**src/rtl/twdt_pkg.sv**
```systemverilog
package twdt_pkg;
    localparam int BUS_W  = 32;
    localparam int ADDR_W = 3;

    localparam logic [ADDR_W-1:0] OFF_LOAD = 3'd0;
    localparam logic [ADDR_W-1:0] OFF_CTRL = 3'd1;
    localparam logic [ADDR_W-1:0] OFF_RIS  = 3'd2;
    localparam logic [ADDR_W-1:0] OFF_ICR  = 3'd3;
    localparam logic [ADDR_W-1:0] OFF_LOCK = 3'd4;

    localparam logic [BUS_W-1:0] UNLOCK_KEY = 32'h1ACC_E551;

    typedef enum logic [1:0] {
        S_HALT = 2'd0,
        S_RUN  = 2'd1,
        S_BITE = 2'd2
    } wdt_state_e;
endpackage

```
**src/rtl/twdt_regs.sv**
```systemverilog
module twdt_regs
    import twdt_pkg::*;
#(
    parameter int LOAD_W = 32
) (
    input  logic              clk,
    input  logic              rst_n,
    input  logic              bus_sel,
    input  logic              bus_wr,
    input  logic [ADDR_W-1:0] bus_addr,
    input  logic [BUS_W-1:0]  bus_wdata,
    input  logic              ris,
    output logic [BUS_W-1:0]  bus_rdata,
    output logic [LOAD_W-1:0] load_q,
    output logic [1:0]        ctrl_q,
    output logic              load_wr,
    output logic              icr_clr,
    output logic              unlocked
);
    logic wr_any;
    logic wr_ok;

    assign wr_any  = bus_sel && bus_wr;
    assign wr_ok   = wr_any && unlocked;
    assign load_wr = wr_ok && (bus_addr == OFF_LOAD);
    assign icr_clr = wr_ok && (bus_addr == OFF_ICR);

    always_ff @(posedge clk or negedge rst_n) begin
        if (!rst_n) begin
            unlocked <= 1'b0;
            load_q   <= '1;
            ctrl_q   <= 2'b00;
        end else begin
            if (wr_any && (bus_addr == OFF_LOCK))
                unlocked <= (bus_wdata == UNLOCK_KEY);
            if (load_wr)
                load_q <= bus_wdata[LOAD_W-1:0];
            if (wr_ok && (bus_addr == OFF_CTRL))
                ctrl_q <= bus_wdata[1:0];
        end
    end

    always_comb begin
        bus_rdata = '0;
        if (bus_sel && !bus_wr) begin
            case (bus_addr)
                OFF_LOAD: bus_rdata[LOAD_W-1:0] = load_q;
                OFF_CTRL: bus_rdata[1:0]        = ctrl_q;
                OFF_RIS:  bus_rdata[0]          = ris;
                OFF_LOCK: bus_rdata[0]          = !unlocked;
                default:  bus_rdata             = '0;
            endcase
        end
    end
endmodule

```
**src/rtl/twdt_counter.sv**
```systemverilog
module twdt_counter #(
    parameter int LOAD_W = 32
) (
    input  logic              clk,
    input  logic              rst_n,
    input  logic              run_en,
    input  logic              load_wr,
    input  logic [LOAD_W-1:0] load_val,
    input  logic [LOAD_W-1:0] load_q,
    output logic [LOAD_W-1:0] cnt,
    output logic              expire
);
    logic at_zero;

    assign at_zero = (cnt == '0);
    assign expire  = run_en && at_zero && !load_wr;

    always_ff @(posedge clk or negedge rst_n) begin
        if (!rst_n)
            cnt <= '1;
        else if (load_wr)
            cnt <= load_val;
        else if (run_en)
            cnt <= at_zero ? load_q : cnt - 1'b1;
    end
endmodule

```
**src/rtl/twdt_fsm.sv**
```systemverilog
module twdt_fsm
    import twdt_pkg::*;
(
    input  logic clk,
    input  logic rst_n,
    input  logic run_en,
    input  logic rst_en,
    input  logic expire,
    input  logic icr_clr,
    output logic ris,
    output logic wdt_irq,
    output logic wdt_rst
);
    wdt_state_e state_q, state_d;
    logic       bite;

    assign bite = expire && ris && !icr_clr && rst_en;

    always_comb begin
        state_d = state_q;
        unique case (state_q)
            S_HALT:  state_d = bite ? S_BITE : (run_en ? S_RUN : S_HALT);
            S_RUN:   state_d = bite ? S_BITE : (run_en ? S_RUN : S_HALT);
            S_BITE:  state_d = bite ? S_BITE : (run_en ? S_RUN : S_HALT);
            default: state_d = S_HALT;
        endcase
    end

    always_ff @(posedge clk or negedge rst_n) begin
        if (!rst_n)
            state_q <= S_HALT;
        else
            state_q <= state_d;
    end

    always_ff @(posedge clk or negedge rst_n) begin
        if (!rst_n)
            ris <= 1'b0;
        else if (expire)
            ris <= 1'b1;
        else if (icr_clr)
            ris <= 1'b0;
    end

    always_comb begin
        wdt_rst = (state_q == S_BITE);
        wdt_irq = ris && run_en;
    end
endmodule

```
**src/rtl/twdt_top.sv**
```systemverilog
module twdt_top
    import twdt_pkg::*;
#(
    parameter int LOAD_W = 32
) (
    input  logic              clk,
    input  logic              rst_n,
    input  logic              bus_sel,
    input  logic              bus_wr,
    input  logic [ADDR_W-1:0] bus_addr,
    input  logic [BUS_W-1:0]  bus_wdata,
    output logic [BUS_W-1:0]  bus_rdata,
    output logic              wdt_irq,
    output logic              wdt_rst
);
    logic [LOAD_W-1:0] load_q;
    logic [LOAD_W-1:0] cnt;
    logic [1:0]        ctrl_q;
    logic              load_wr;
    logic              icr_clr;
    logic              unlocked;
    logic              expire;
    logic              ris;

    twdt_regs #(.LOAD_W(LOAD_W)) u_regs (
        .clk(clk), .rst_n(rst_n),
        .bus_sel(bus_sel), .bus_wr(bus_wr), .bus_addr(bus_addr),
        .bus_wdata(bus_wdata), .ris(ris), .bus_rdata(bus_rdata),
        .load_q(load_q), .ctrl_q(ctrl_q), .load_wr(load_wr),
        .icr_clr(icr_clr), .unlocked(unlocked)
    );

    twdt_counter #(.LOAD_W(LOAD_W)) u_counter (
        .clk(clk), .rst_n(rst_n), .run_en(ctrl_q[0]),
        .load_wr(load_wr), .load_val(bus_wdata[LOAD_W-1:0]),
        .load_q(load_q), .cnt(cnt), .expire(expire)
    );

    twdt_fsm u_fsm (
        .clk(clk), .rst_n(rst_n), .run_en(ctrl_q[0]), .rst_en(ctrl_q[1]),
        .expire(expire), .icr_clr(icr_clr), .ris(ris),
        .wdt_irq(wdt_irq), .wdt_rst(wdt_rst)
    );
endmodule

```
**config.mk**
```make
export PLATFORM = sky130hd
export DESIGN_NAME = twdt_top
export DESIGN_NICKNAME = d
export VERILOG_FILES = /design/src/rtl/twdt_pkg.sv /design/src/rtl/twdt_regs.sv /design/src/rtl/twdt_counter.sv /design/src/rtl/twdt_fsm.sv /design/src/rtl/twdt_top.sv
export SDC_FILE = /design/constraint.sdc
export NUM_CORES = 1
export LEC_CHECK = 0
export CAP_MARGIN = 20
export CORE_MARGIN = 2
export CORE_UTILIZATION = 40
export DETAILED_ROUTE_END_ITERATION = 16
export GPL_ROUTABILITY_DRIVEN = 0
export PLACE_DENSITY = 0.71
export SLEW_MARGIN = 10
export SYNTH_ARGS = -nofsm -noshare
export SYNTH_HDL_FRONTEND = slang
export SYNTH_SLANG_ARGS = --single-unit
```
**constraint.sdc**
```tcl
create_clock -name clk -period 3.16 [get_ports clk]
set_clock_uncertainty 0.05 [all_clocks]
set_input_delay 0.79 -clock clk [delete_from_list [all_inputs] [get_ports clk]]
set_output_delay 0.79 -clock clk [all_outputs]
set_load 0.02 [all_outputs]
```
After elaboration in Yosys (flattened, before gate mapping)
Index checks and enable logic that the tools add are counted.
{"block": "classes", "add_sub_neg": 1, "n_eq_ne": 7, "mux": 12, "reduce_logical": 23}
{"cell": "32-bit 2-to-1 mux", "n": 4}
{"cell": "32-bit by 29-bit == test with 1-bit output, second input constant", "n": 1}
{"cell": "32-bit logical NOT", "n": 1}
{"cell": "32-bit by 1-bit subtractor with 32-bit output, second input constant", "n": 1}
{"cell": "30-bit 2-to-1 mux", "n": 1}
{"cell": "1-bit logical AND", "n": 13}
{"cell": "3-bit by 2-bit == test with 1-bit output, second input constant", "n": 2}
{"cell": "1-bit logical NOT", "n": 4}
{"cell": "2-bit 2-to-1 mux", "n": 2}
{"cell": "1-bit case mux with 4 select lines", "n": 1}
{"cell": "2-bit nonzero test", "n": 2}
{"cell": "3-bit by 1-bit == test with 1-bit output, second input constant", "n": 1}
{"cell": "3-bit == test, second input constant", "n": 1}
{"cell": "3-bit logical NOT", "n": 1}
{"cell": "1-bit 2-to-1 mux", "n": 3}
{"cell": "3-bit OR reduction", "n": 1}
{"cell": "2-bit by 1-bit == test with 1-bit output, second input constant", "n": 1}
{"cell": "2-bit == test, second input constant", "n": 1}
{"cell": "2-bit logical NOT", "n": 1}
{"cell": "1-bit case mux with 2 select lines", "n": 1}
{"block": "word_totals", "regBits": 70, "input_bits": 39, "out_inout_bits": 34, "elab_cells": 49}

Depth between registers and ports, before layout
{"block": "depth", "word_depth": 10, "mapped_depth": 8, "mapped_depth_nobuf": 7}

Modules after synthesis
From an unflattened synthesis, not the netlist that was laid out.
{"block": "hier_totals", "hier_cells": 448, "area_unflattened_um2": 4365.4}
{"module": "twdt_counter", "instances": 1, "cells_each": 299, "area_each_um2": 2447.3, "seq_area_each_um2": 840.8}
{"module": "twdt_regs", "instances": 1, "cells_each": 138, "area_each_um2": 1795.5, "seq_area_each_um2": 915.9}
{"module": "twdt_fsm", "instances": 1, "cells_each": 11, "area_each_um2": 122.6, "seq_area_each_um2": 75.1}

Least setup slack after synthesis
Ideal clock, no wire load.
{"block": "synth_timing", "path_type": "input -> output", "startpoint": "input bus_addr[1]", "endpoint": "output bus_rdata[10]", "arrival_ns": 1.814, "required_time_ns": 2.320, "setup_slack_ns": 0.506, "path_stages": 4, "path_buffers": 2, "path_cell_list": "clkbuf_1 nor4_1 clkbuf_1 and2_1"}
{"block": "synth_via", "elab_chain_cells": 3}
{"item": "from (decl)", "line": "twdt_top.sv:10", "rtl": "input logic [ADDR_W-1:0] bus_addr,"}
{"item": "3-bit logical NOT", "line": "twdt_regs.sv:46", "rtl": "case (bus_addr)"}
{"item": "30-bit 2-to-1 mux", "line": "twdt_regs.sv:46"}
{"item": "32-bit 2-to-1 mux", "line": "twdt_regs.sv:45", "rtl": "if (bus_sel && !bus_wr) begin"}
{"item": "to (decl)", "line": "twdt_top.sv:12", "rtl": "output logic [BUS_W-1:0] bus_rdata,"}
No other way between the ends.

Worst setup path after layout
{"block": "layout_timing", "startpoint": "input bus_wr", "endpoint": "output bus_rdata[15]"}
{"block": "layout_via", "elab_chain_cells": 3}
{"item": "from (decl)", "line": "twdt_top.sv:9", "rtl": "input logic bus_wr,"}
{"item": "1-bit logical NOT", "line": "twdt_regs.sv:45"}
{"item": "1-bit logical AND", "line": "twdt_regs.sv:45"}
{"item": "32-bit 2-to-1 mux", "line": "twdt_regs.sv:45"}
No other way between the ends.

==> out/results.ini <==
[floorplan]
io_pins = 73
start_util_pct = 40.7
die-area_um2 = 11300
fp.dieW_um = 106
core_um2 = 10200
die_h_um = 106
placementRows = 37

[clock_tree]
clk_pin_slew_ns = 0.08
holdBufCountCts = 0
numCtsBuffers = 9
clock_sinks = 70
cts_root_buffer = clkbuf_8
cts_tree = built
clkLatencyLatePin_ns = 0.35
htreeDepth = 3
clk_path_buf_depth = 2

[worst_setup_path]
path_cells = clkdlybuf4s50_1 -> nand2b_4 -> nor4_4 -> buf_4 -> buf_6 -> and2_1 -> clkdlybuf4s15_2
startpoint = bus_wr
regToRegEndpoint = u_counter.cnt[29]
critical_path_arrival_ns = 2.27
cp_max_fo = 8
critPathKind = in2out
worstSetupStartpointType = input pin
cp_data_required_time_ns = 2.32
reg2regPathDepth = 6
endpoint = bus_rdata[15]
end_kind = output port
reg2reg_slack_ns = 0.49
rr_startpoint = u_counter.cnt[20]
critPathSlowestCell = clkdlybuf4s50_1
max_stage_delay_ns = 0.42

[timing]
tightest_slew_ns = 0.819
slew_viol_final = 0
whs_ns = 0.413
fmax_mhz = 322
setup_violations = 0
period_needed_ns = 3.11
fin_crit_sh_pct = 98.3
slew_headroom_pct = 45.2
hold_viol = 0
rsz0062_at_grt = false

[synthesis]
synth_common_cells = nand2_1 (119), dfstp_2 (64), nor2_1 (34)
syn-num-nets = 529
yosys_register_bits = 70
yosysTopAreaCellShare_pct = 40.3
synthArstFlopShare_pct = 100
synth_edf_count = 0
synth_area_per_cell_um2 = 8.53
ys.flop_type = dfstp_2
seq_area_frac_synth_pct = 43.9
yosysTopAreaCell = dfstp_2
synth.area.top_cells = dfstp_2 (40%), nand2_1 (11%), and2_1 (5.0%), dfrtp_1 (3.6%), nor2_1 (3.1%)
synthCells = 489
yosysMostFrequentCell = nand2_1
synth_cell_types = 57
synth_warnings = 0
netlist_area_um2 = 4170

[pwr]
leakage_nw = 2.19
finalPower_w = 0.00167
p_per_area_nw_per_um2 = 320
peakVddDrop_v = 0.000205

[route]
drt_iter0_markers = 251
firstDrtPassIters = 5
route.detailed.drc = 0
ant_nets = 0
vias = 3977
routed_via_density = 5.62
wl_per_cell_um = 16.7
routed_wl_um = 11800

[layout]
drive_gt1_share_pct = 27.1
n_fill_cell = 978
final_design_area_no_fill_um2 = 5200
area_growth_pct = 24.7
antenna-diode-count = 0
multi_input_area_um2 = 2210
layout.area.seq_um2 = 1830
fin_nets = 607

[run_status]
status = finished, final reports clean

[global_routing]
antenna_found_initial = 0
grt_pass1_vias = 3854
grt_max_degree = 71
grt_overflow = 0
grt_pass1_wl_um = 19500
grt_usage_pct = 21.8

[placed_design]
place_hpwl_um = 8450
io_buffers = 72
place_area_um2 = 5120

[run]
max_cap_violations = 0

[hold_path]
hold_class = in2async

-- critical path, delay by kind of cell --
family,cells,cell delay (ns)
buf+inv,4,1.00
simple gates,3,0.47
-- cell families after synthesis --
logic type	after synthesis	share of synthesized area [%]
DFF	70	43.9
muxes	4	0.990
buffers and inverters	37	3.57
and+or+nand+nor	278	34.4
xor gates and xnor gates	16	3.36
AOI/OAI and AO/OA	83	13.4
adders and majority gates	1	0.300
-- where the power goes --
group / switching (W) / internal, W
Combinational: 0.0000514 / 0.0000596
Sequential: 0.0000000000534 / 0.000900
Clock: 0.000353 / 0.000302
-- cells in the final DEF, fill, tap and decap left out, types with 12 or more instances in the layout --
cell	count
dfstp_2	64
and2_1	33
nor3_1	13
nor2_1	34
o21ai_0	24
buf_2	30
clkdlybuf4s50_1	38
nor4_1	12
nand2_1	119
buf_4	21
o211ai_1	12
-- state kept, by name, summed over array words and instances (netlist names) --
name,cells
u_fsm.ris,1
u_regs.load_q,32
u_regs.ctrl_q,2
u_regs.unlocked,1
u_fsm.state_q,2
u_counter.cnt,32
-- stage by stage --
stage          instances  setup slack (ns)  utilization, %  TNS [ns]
3_5_place_dp         690            -0.301            50.1     -8.62
3_3_place_gp         690            -0.243            50.1     -7.07
6_report             708            0.0550            50.8         0
4_1_cts              708          -0.00138            52.5  -0.00138
2_1_floorplan        489             0.506               -         0
5_1_grt              708           0.00195            50.8         0
-- per-layer routing --
metal | wire length (µm) | vias to the layer above | GRT usage (%)
met5 | 0 | - | 0
met4 | 282 | 0 | 9.77
met3 | 672 | 23 | 2.64
met2 | 5400 | 146 | 33.1
met1 | 5480 | 1909 | 31.0
li1 | - | 1899 | -
-- timing repair --
| item | CTS | global route |
|---|---|---|
| pin swaps | 1 | 0 |
| resized for setup | 100 | 33 |
| cloned | 1 | 0 |
| setup endpoints to repair | 32 | 31 |
| buffers inserted | 1 | 0 |
-- final cells by class --
| type | count | area share [%] |
|---|---|---|
| clock buffers | 10 | 2.65 |
| clock inverters | 6 | 0.722 |
| inverters | 7 | 0.506 |
| multi-input cells | 382 | 42.5 |
| flip-flops and latches | 70 | 35.2 |
| well taps | 136 | 3.27 |
| repair buffers | 97 | 15.1 |
-- worst min-delay path by stage --
stage / from / endpoint / slack (ns) / depth (start not counted)
floorplan: u_regs.load_q[12] / u_regs.load_q[12] / 0.39 / 2
global placement: u_regs.load_q[14] / u_regs.load_q[14] / 0.40 / 2
detailed placement: u_regs.load_q[6] / u_regs.load_q[6] / 0.41 / 2
CTS: rst_n / u_fsm.state_q[1] / 0.42 / 2
global route: u_regs.load_q[30] / u_regs.load_q[30] / 0.43 / 2
finish: rst_n / u_fsm.state_q[1] / 0.41 / 2
(Power assumes the default switching activity.)
